--- src/rtl/eprom_rd_pkg.sv ---
`timescale 1ns/1ps
package eprom_rd_pkg;

  // control strobes issued by the sequencer to the datapath
  typedef struct packed {
    logic launch;   // take request, drive address
    logic oeOn;     // assert output enable
    logic finish;   // capture data, release strobes
    logic ceWake;   // assert chip enable while idle (no standby)
  } ctlStrb_t;

  // timing status returned by the datapath
  typedef struct packed {
    logic addrMet;
    logic ceMet;
    logic oeMet;
    logic oeWindow;
    logic floatMet;
    logic ceIdle;
    logic oeIdle;
  } dpStat_t;

  typedef enum logic [1:0] {ST_IDLE, ST_WAIT, ST_FLOAT} rdState_t;

  function automatic int accessNs(input int grade);
    case (grade)
      0:       return 85;
      1:       return 100;
      2:       return 120;
      default: return 150;
    endcase
  endfunction

  function automatic int oeNs(input int grade);
    return (grade >= 3) ? 50 : 40;
  endfunction

  function automatic int floatNs(input int grade);
    case (grade)
      0, 1:    return 30;
      2:       return 35;
      default: return 40;
    endcase
  endfunction

  function automatic int toCycles(input int ns, input int clkNs);
    return (ns + clkNs - 1) / clkNs;
  endfunction

endpackage

--- src/rtl/eprom_rd_satcnt.sv ---
`timescale 1ns/1ps
module eprom_rd_satcnt #(
  parameter int W   = 5,
  parameter int MAX = 20
) (
  input  logic         clk,
  input  logic         rstN,
  input  logic         load,
  input  logic         run,
  output logic [W-1:0] cnt
);
  localparam logic [W-1:0] TOP = W'(MAX);

  always_ff @(posedge clk or negedge rstN) begin
    if (!rstN)
      cnt <= '0;
    else if (load)
      cnt <= W'(1);
    else if (run && (cnt != TOP))
      cnt <= cnt + W'(1);
  end
endmodule

--- src/rtl/eprom_rd_ctrl.sv ---
`timescale 1ns/1ps
module eprom_rd_ctrl
  import eprom_rd_pkg::*;
#(
  parameter bit STANDBY_EN = 1'b1
) (
  input  logic     clk,
  input  logic     rstN,
  input  logic     reqValid,
  input  dpStat_t  stat,
  output logic     reqReady,
  output ctlStrb_t strb
);
  rdState_t state, stateNxt;

  always_ff @(posedge clk or negedge rstN) begin
    if (!rstN) state <= ST_IDLE;
    else       state <= stateNxt;
  end

  always_comb begin
    strb     = '0;
    stateNxt = state;
    case (state)
      ST_IDLE: begin
        strb.ceWake = !STANDBY_EN && stat.ceIdle;
        if (reqValid) begin
          strb.launch = 1'b1;
          stateNxt    = ST_WAIT;
        end
      end
      ST_WAIT: begin
        strb.oeOn = stat.oeIdle && stat.oeWindow;
        if (stat.addrMet && stat.ceMet && stat.oeMet) begin
          strb.finish = 1'b1;
          stateNxt    = ST_FLOAT;
        end
      end
      ST_FLOAT: begin
        if (stat.floatMet) stateNxt = ST_IDLE;
      end
      default: stateNxt = ST_IDLE;
    endcase
  end

  assign reqReady = (state == ST_IDLE);
endmodule

--- src/rtl/eprom_rd_dp.sv ---
`timescale 1ns/1ps
module eprom_rd_dp
  import eprom_rd_pkg::*;
#(
  parameter int ADDR_W     = 18,
  parameter int DATA_W     = 16,
  parameter bit STANDBY_EN = 1'b1,
  parameter int ACC_CYC    = 25,
  parameter int CE_CYC     = 25,
  parameter int OE_CYC     = 10,
  parameter int DF_CYC     = 8
) (
  input  logic              clk,
  input  logic              rstN,
  input  logic [ADDR_W-1:0] reqAddr,
  input  logic [DATA_W-1:0] memData,
  input  ctlStrb_t          strb,
  output dpStat_t           stat,
  output logic [ADDR_W-1:0] memAddr,
  output logic              memCeN,
  output logic              memOeN,
  output logic              rspValid,
  output logic [DATA_W-1:0] rspData
);
  localparam int BIG   = (ACC_CYC > CE_CYC) ? ACC_CYC : CE_CYC;
  localparam int BIG2  = (BIG > DF_CYC) ? BIG : DF_CYC;
  localparam int LIM   = ((BIG2 > OE_CYC) ? BIG2 : OE_CYC) + 1;
  localparam int CNT_W = $clog2(LIM + 1);
  localparam int NCNT  = 4;   // 0 address, 1 chip enable, 2 output enable, 3 float
  localparam int OE_LEAD_A = (ACC_CYC > OE_CYC) ? ACC_CYC - OE_CYC : 0;
  localparam int OE_LEAD_C = (CE_CYC > OE_CYC) ? CE_CYC - OE_CYC : 0;

  localparam logic [CNT_W-1:0] ACC_C   = CNT_W'(ACC_CYC);
  localparam logic [CNT_W-1:0] CE_C    = CNT_W'(CE_CYC);
  localparam logic [CNT_W-1:0] OE_C    = CNT_W'(OE_CYC);
  localparam logic [CNT_W-1:0] DF_C    = CNT_W'(DF_CYC);
  localparam logic [CNT_W-1:0] LEAD_AC = CNT_W'(OE_LEAD_A);
  localparam logic [CNT_W-1:0] LEAD_CC = CNT_W'(OE_LEAD_C);

  logic [NCNT-1:0]  cntLoad, cntRun;
  logic [CNT_W-1:0] cnt [NCNT];
  logic             ceGoLow, ceGoHigh;

  // chip-enable policy depends on standby option
  generate
    if (STANDBY_EN) begin : gStandby
      assign ceGoLow  = strb.launch;
      assign ceGoHigh = strb.finish;
    end else begin : gAlwaysOn
      assign ceGoLow  = strb.ceWake;
      assign ceGoHigh = 1'b0;
    end
  endgenerate

  always_comb begin
    cntLoad[0] = strb.launch;  cntRun[0] = 1'b1;
    cntLoad[1] = ceGoLow;      cntRun[1] = !memCeN;
    cntLoad[2] = strb.oeOn;    cntRun[2] = !memOeN;
    cntLoad[3] = strb.finish;  cntRun[3] = 1'b1;
  end

  generate
    for (genvar i = 0; i < NCNT; i++) begin : gCnt
      eprom_rd_satcnt #(.W(CNT_W), .MAX(LIM)) uCnt (
        .clk  (clk),
        .rstN (rstN),
        .load (cntLoad[i]),
        .run  (cntRun[i]),
        .cnt  (cnt[i])
      );
    end
  endgenerate

  always_ff @(posedge clk or negedge rstN) begin
    if (!rstN) begin
      memAddr  <= '0;
      memCeN   <= 1'b1;
      memOeN   <= 1'b1;
      rspValid <= 1'b0;
      rspData  <= '0;
    end else begin
      rspValid <= strb.finish;
      if (strb.launch) memAddr <= reqAddr;
      if (ceGoLow)       memCeN <= 1'b0;
      else if (ceGoHigh) memCeN <= 1'b1;
      if (strb.oeOn)        memOeN <= 1'b0;
      else if (strb.finish) memOeN <= 1'b1;
      if (strb.finish) rspData <= memData;
    end
  end

  always_comb begin
    stat.addrMet  = cnt[0] >= ACC_C;
    stat.ceMet    = !memCeN && (cnt[1] >= CE_C);
    stat.oeMet    = !memOeN && (cnt[2] >= OE_C);
    stat.oeWindow = !memCeN && (cnt[0] >= LEAD_AC) && (cnt[1] >= LEAD_CC);
    stat.floatMet = cnt[3] >= DF_C;
    stat.ceIdle   = memCeN;
    stat.oeIdle   = memOeN;
  end
endmodule

--- src/rtl/eprom_rd.sv ---
`timescale 1ns/1ps
module eprom_rd
  import eprom_rd_pkg::*;
#(
  parameter int ADDR_W     = 18,
  parameter int DATA_W     = 16,
  parameter int GRADE      = 1,
  parameter int CLK_NS     = 4,
  parameter bit STANDBY_EN = 1'b1
) (
  input  logic              clk,
  input  logic              rstN,
  input  logic              reqValid,
  input  logic [ADDR_W-1:0] reqAddr,
  output logic              reqReady,
  output logic              rspValid,
  output logic [DATA_W-1:0] rspData,
  output logic [ADDR_W-1:0] memAddr,
  output logic              memCeN,
  output logic              memOeN,
  input  logic [DATA_W-1:0] memData
);
  localparam int ACC_CYC = toCycles(accessNs(GRADE), CLK_NS);
  localparam int CE_CYC  = ACC_CYC;
  localparam int OE_CYC  = toCycles(oeNs(GRADE), CLK_NS);
  localparam int DF_CYC  = toCycles(floatNs(GRADE), CLK_NS);

  ctlStrb_t strb;
  dpStat_t  stat;

  eprom_rd_ctrl #(.STANDBY_EN(STANDBY_EN)) uCtrl (
    .clk      (clk),
    .rstN     (rstN),
    .reqValid (reqValid),
    .stat     (stat),
    .reqReady (reqReady),
    .strb     (strb)
  );

  eprom_rd_dp #(
    .ADDR_W(ADDR_W), .DATA_W(DATA_W), .STANDBY_EN(STANDBY_EN),
    .ACC_CYC(ACC_CYC), .CE_CYC(CE_CYC), .OE_CYC(OE_CYC), .DF_CYC(DF_CYC)
  ) uDp (
    .clk      (clk),
    .rstN     (rstN),
    .reqAddr  (reqAddr),
    .memData  (memData),
    .strb     (strb),
    .stat     (stat),
    .memAddr  (memAddr),
    .memCeN   (memCeN),
    .memOeN   (memOeN),
    .rspValid (rspValid),
    .rspData  (rspData)
  );
endmodule

--- config.mk ---
export PLATFORM = sky130hd
export DESIGN_NAME = eprom_rd
export DESIGN_NICKNAME = d
export VERILOG_FILES = /design/src/rtl/eprom_rd_pkg.sv /design/src/rtl/eprom_rd_satcnt.sv /design/src/rtl/eprom_rd_ctrl.sv /design/src/rtl/eprom_rd_dp.sv /design/src/rtl/eprom_rd.sv
export SDC_FILE = /design/constraint.sdc
export NUM_CORES = 1
export LEC_CHECK = 0
export BUFFER_PORTS_ARGS = -buffer_cell sky130_fd_sc_hd__buf_4
export CAP_MARGIN = 20
export CORE_MARGIN = 2
export CORE_UTILIZATION = 56
export DETAILED_ROUTE_END_ITERATION = 12
export GPL_TIMING_DRIVEN = 0
export MAX_ROUTING_LAYER = met4
export PLACE_DENSITY = 0.9
export SLEW_MARGIN = 20
export SYNTH_ARGS = -nofsm -noshare
export SYNTH_HDL_FRONTEND = slang
export SYNTH_SLANG_ARGS = --single-unit
--- constraint.sdc ---
create_clock -name clk -period 5.4 [get_ports clk]
set_input_delay 1.62 -clock clk [delete_from_list [all_inputs] [get_ports clk]]
set_output_delay 1.62 -clock clk [all_outputs]
set_load 0.02 [all_outputs]
==> flow_results.org <==
** Critical path
- The worst setup path is captured at a primary output.
- Along the worst path, the maximum fanout reaches 4.
- At the worst endpoint, the required time is 3780 ps.
- STA classifies the critical path startpoint as a flip-flop.
- Type of the worst setup path :: reg -> out
- Beginning of the worst register-to-register path :: uDp.gCnt[2].uCnt.cnt[0]
- Critical R2R Capture :: uDp.rspData[1]
- Worst r2r path cells :: 7
- Data arrives at the worst endpoint at 1110 ps.
- Reg-to-reg setup timing slack :: 3510 ps

** Placement
- The HPWL after detailed placement is 4.04 mm.
- Gp weighted congestion :: 0.834
- Once placement completed, the tool counted placed cells totaling 372.
- Before CTS, the worst setup slack after placement is 2540 ps.
- Number of buffer cells added on primary ports :: 74

** Global routing
- The number of global-route vias before repair was 2,085.
- Routing layer with the top usage in global route :: met2
- Number of antenna violations at the first check in global routing :: 0
- The first global-routing pass estimated 9.55 mm of wire.
- Entering global routing, the biggest net connects 60 pins.
- Met3 track utilization from global routing :: 5.35%
- Met1 usage :: 29.6%
- Met2 global-route usage :: 38.2%
- For this run the aggregate overflow at the end of global routing stands at 0.
- Global routing used 24.4% of the available tracks across all layers.

** STA
- RSZ-0062 raised after global routing :: no
- Final count of hold timing violations :: 0
- Maximum clock skew at final layout :: 6.94 ps
- In the post-route analysis, the smallest setup slack over all paths is 2670 ps.
- Based on the critical path, the design can be clocked at up to 366 MHz.
- Time the worst path needs with I/O delays and setup :: 2730 ps
- The final max-slew violation count came to 0.
- Summed over all failing endpoints, the final setup total negative slack is 0 ps.
- Final setup violation count :: 0
- Slew margin rel. :: 50.7%
- In the finished design, the share of the clock period the worst path needs comes to 50.6%.
- At the pin with the least slew margin, the transition time is 740 ps.

** Detailed routing
- Drt first-iter violations :: 95
- Detailed-router iteration count before antenna repair :: 4
- After detailed routing, the number of vias per cell comes to 5.30.
- Post-detailed-routing wire length :: 5.80 mm
- The count of nets left with antenna violations once routing finished came out at 0.
- Dividing the detail-routed wire length by the instance count gives 15.0 microns.
- Across all layers, the routed design uses 2,047 vias.
- DRC errors left :: 0

** Floorplanning
- In this run the core area contains 25 standard-cell rows.
- In this run the horizontal extent of the chip is 73.3 microns.
- Initial cell density of the core :: 57.3%
- The die is 73.3 microns tall.
- Die outline area :: 5370 sq um
- 75 I/O pins were placed.
- The floorplan step defined a core boundary enclosing 4690 sq um.

** Power and ir drop
- In this run the static leakage power is 0.00187 uW.
- Power Dens Cells :: 637 nW/um^2
- The worst-case IR drop observed on VDD is 0.000380 V.

** Synthesis
- Cell count after synthesis :: 244
- When the netlist entered floorplanning its net count stood at 294.
- Number of enable flip-flop cells after synthesis :: 0
- The synthesized netlist occupies a cell area of 2690 sq um.
- Post-synth cell types :: 35
- Of all flip-flops after synthesis, the portion carrying an async set or reset was 100%.
- Most used standard cell by instance count after synthesis :: sky130_fd_sc_hd__nand2_1
- Part of the Yosys area used for sequential elements :: 55.0%
- By count the netlist is led by sky130_fd_sc_hd__nand2_1, sky130_fd_sc_hd__dfrtp_1, sky130_fd_sc_hd__nor2_1, sky130_fd_sc_hd__mux2_4, sky130_fd_sc_hd__inv_1.
- Most area-hungry cell type in the Yosys netlist :: sky130_fd_sc_hd__dfrtp_1
- For this run, the number of Yosys warnings is 0.
- In the synthesized netlist the dominant register cell turns out to be sky130_fd_sc_hd__dfrtp_1.
- Mapped Avg Cell Area :: 11.0 sq um
- In this run, synthesis produced a sequential element count of 59.
- Synth top area cells :: sky130_fd_sc_hd__dfrtp_1, sky130_fd_sc_hd__mux2_4, sky130_fd_sc_hd__nand2_1, sky130_fd_sc_hd__ha_1, sky130_fd_sc_hd__xor2_1
- Yosys top cell area share :: 53.0%

** Finish
- The filler cells instantiated in the layout total 290.
- Final cell utilization of the core :: 75.2%
- Synth-to-layout area growth :: 31.2%
- Final standard cell count with taps included and fillers excluded :: 386
- Ratio of cells with drive above 1 in the final layout :: 34.3%
- The net count of the finished layout is 379.
- Count of antenna diodes in the layout :: 0

** Hold path
- The worst hold path terminates at uDp.memAddr[8].
- Hold WC Path Type :: reg -> reg
- The worst hold path begins at uDp.memAddr[8].
- Cell depth of the worst hold path :: 2

** Clock tree
- Hold buffers post-CTS :: 0
- Maximum clock insertion buffer count :: 2
- Quantity of gates resized following cts :: 0
- TritonCTS built the clock tree.
- Cts bufs inserted :: 9
- Setup repair bufs after CTS :: 0
- Clock root buffer :: sky130_fd_sc_hd__clkbuf_8
- For this design, the sink count on the clock tree is 59.
- Number of H-tree levels :: 3
- After clock tree synthesis, the clock-pin slew on the worst setup and hold paths is 60 ps.
- At the later pin of the worst-skew pair, clock insertion delay measures 330 ps.

** Flow run
- Max cap viols :: 0

** Outcome
- Run status :: finished, final reports clean
-- cells by family (layout without fill, tap and decap cells) --
logic type | count (synthesis) | after routing | synth area share [%]
AO/OA/AOI/OAI | 13 | 13 | 3.53
XOR/XNOR | 13 | 13 | 4.23
adder cells (fa/ha/maj) | 13 | 13 | 6.05
buffers and inverters | 21 | 109 | 3.53
flip-flops | 59 | 59 | 55.0
multiplexers | 17 | 17 | 9.16
AND/OR/NAND/NOR | 108 | 108 | 18.5
-- critical path, cell delays in order, from the launching register on --
cell and delay (ps):
sky130_fd_sc_hd__dfrtp_1 420, sky130_fd_sc_hd__nor2_1 190, sky130_fd_sc_hd__buf_4 180
-- how the worst max path moves through the flow --
stage / start / slack, ps / end
floorplan: reqValid / 2990 / uDp.memAddr[0]
global placement: reqValid / 2660 / uDp.memAddr[8]
detailed placement: reqValid / 2540 / uDp.memAddr[0]
CTS: uCtrl.state[1] / 2650 / reqReady
global route: uCtrl.state[0] / 2630 / reqReady
finish: uCtrl.state[1] / 2670 / reqReady
-- placed cells by master, fill, tap and decap left out, drive strengths merged --
| cell | count |
|---|---|
| nand3 | 8 |
| nor4 | 4 |
| nor3b | 1 |
| nand4b | 3 |
| a211oi | 3 |
| and2 | 2 |
| nor2 | 17 |
| dfstp | 2 |
| and3 | 5 |
| nor2b | 2 |
| o41ai | 1 |
| nand2 | 60 |
| nand2b | 1 |
| dfrtp | 57 |
| a21oi | 5 |
| clkbuf | 16 |
| inv | 14 |
| ha | 13 |
| xor2 | 8 |
| and4 | 1 |
| buf | 77 |
| a221oi | 1 |
| mux2 | 16 |
| bufinv | 2 |
| nor3 | 1 |
| a21o | 1 |
| a41oi | 1 |
| o211ai | 1 |
| mux2i | 1 |
| xnor2 | 5 |
| nand4 | 3 |
-- metal layers --
metal	up-vias	wire length, microns
met5	-	0
met4	0	136
met3	13	343
met2	67	2890
met1	995	2430
li1	972	-
-- cell type report --
class                      instances  area [sq um]  share of cell area (%)
sequential                        59          1480                    41.9
clock inverter                     2          60.1                    1.70
timing repair buffer              74           556                    15.7
clock buffer                      12           155                    4.40
inverter                          14          52.6                    1.49
multi-input combinational        164          1120                    31.6
buffer                             7          42.5                    1.21
tap                               54          67.6                    1.91
-- stage by stage --
| step | area, sq um | hold slack [ps] | power (uW) |
|---|---|---|---|
| finish | 3530 | 475 | 2250 |
| global route | 3530 | 513 | 2390 |
| CTS | 3530 | 480 | 2260 |
| detailed placement | 3310 | 465 | 1800 |
| global placement | 3310 | 459 | 1740 |
| floorplan | 2690 | 455 | 1440 |
-- state kept, by name, summed over array words and instances (netlist names) --
register and count:
uDp.memCeN 1, uDp.gCnt.uCnt.cnt 20, uDp.memOeN 1, uCtrl.state 2, uDp.memAddr 18, uDp.rspData 16
uDp.rspValid 1
-- power by group --
part / leakage (uW) / switching, uW / internal, uW
Clock: 0.000109 / 161 / 280
Sequential: 0.000710 / 194 / 662
Combinational: 0.00105 / 496 / 456
Total: 0.00187 / 851 / 1400
No activity file was read; power rests on OpenSTA's default activity.
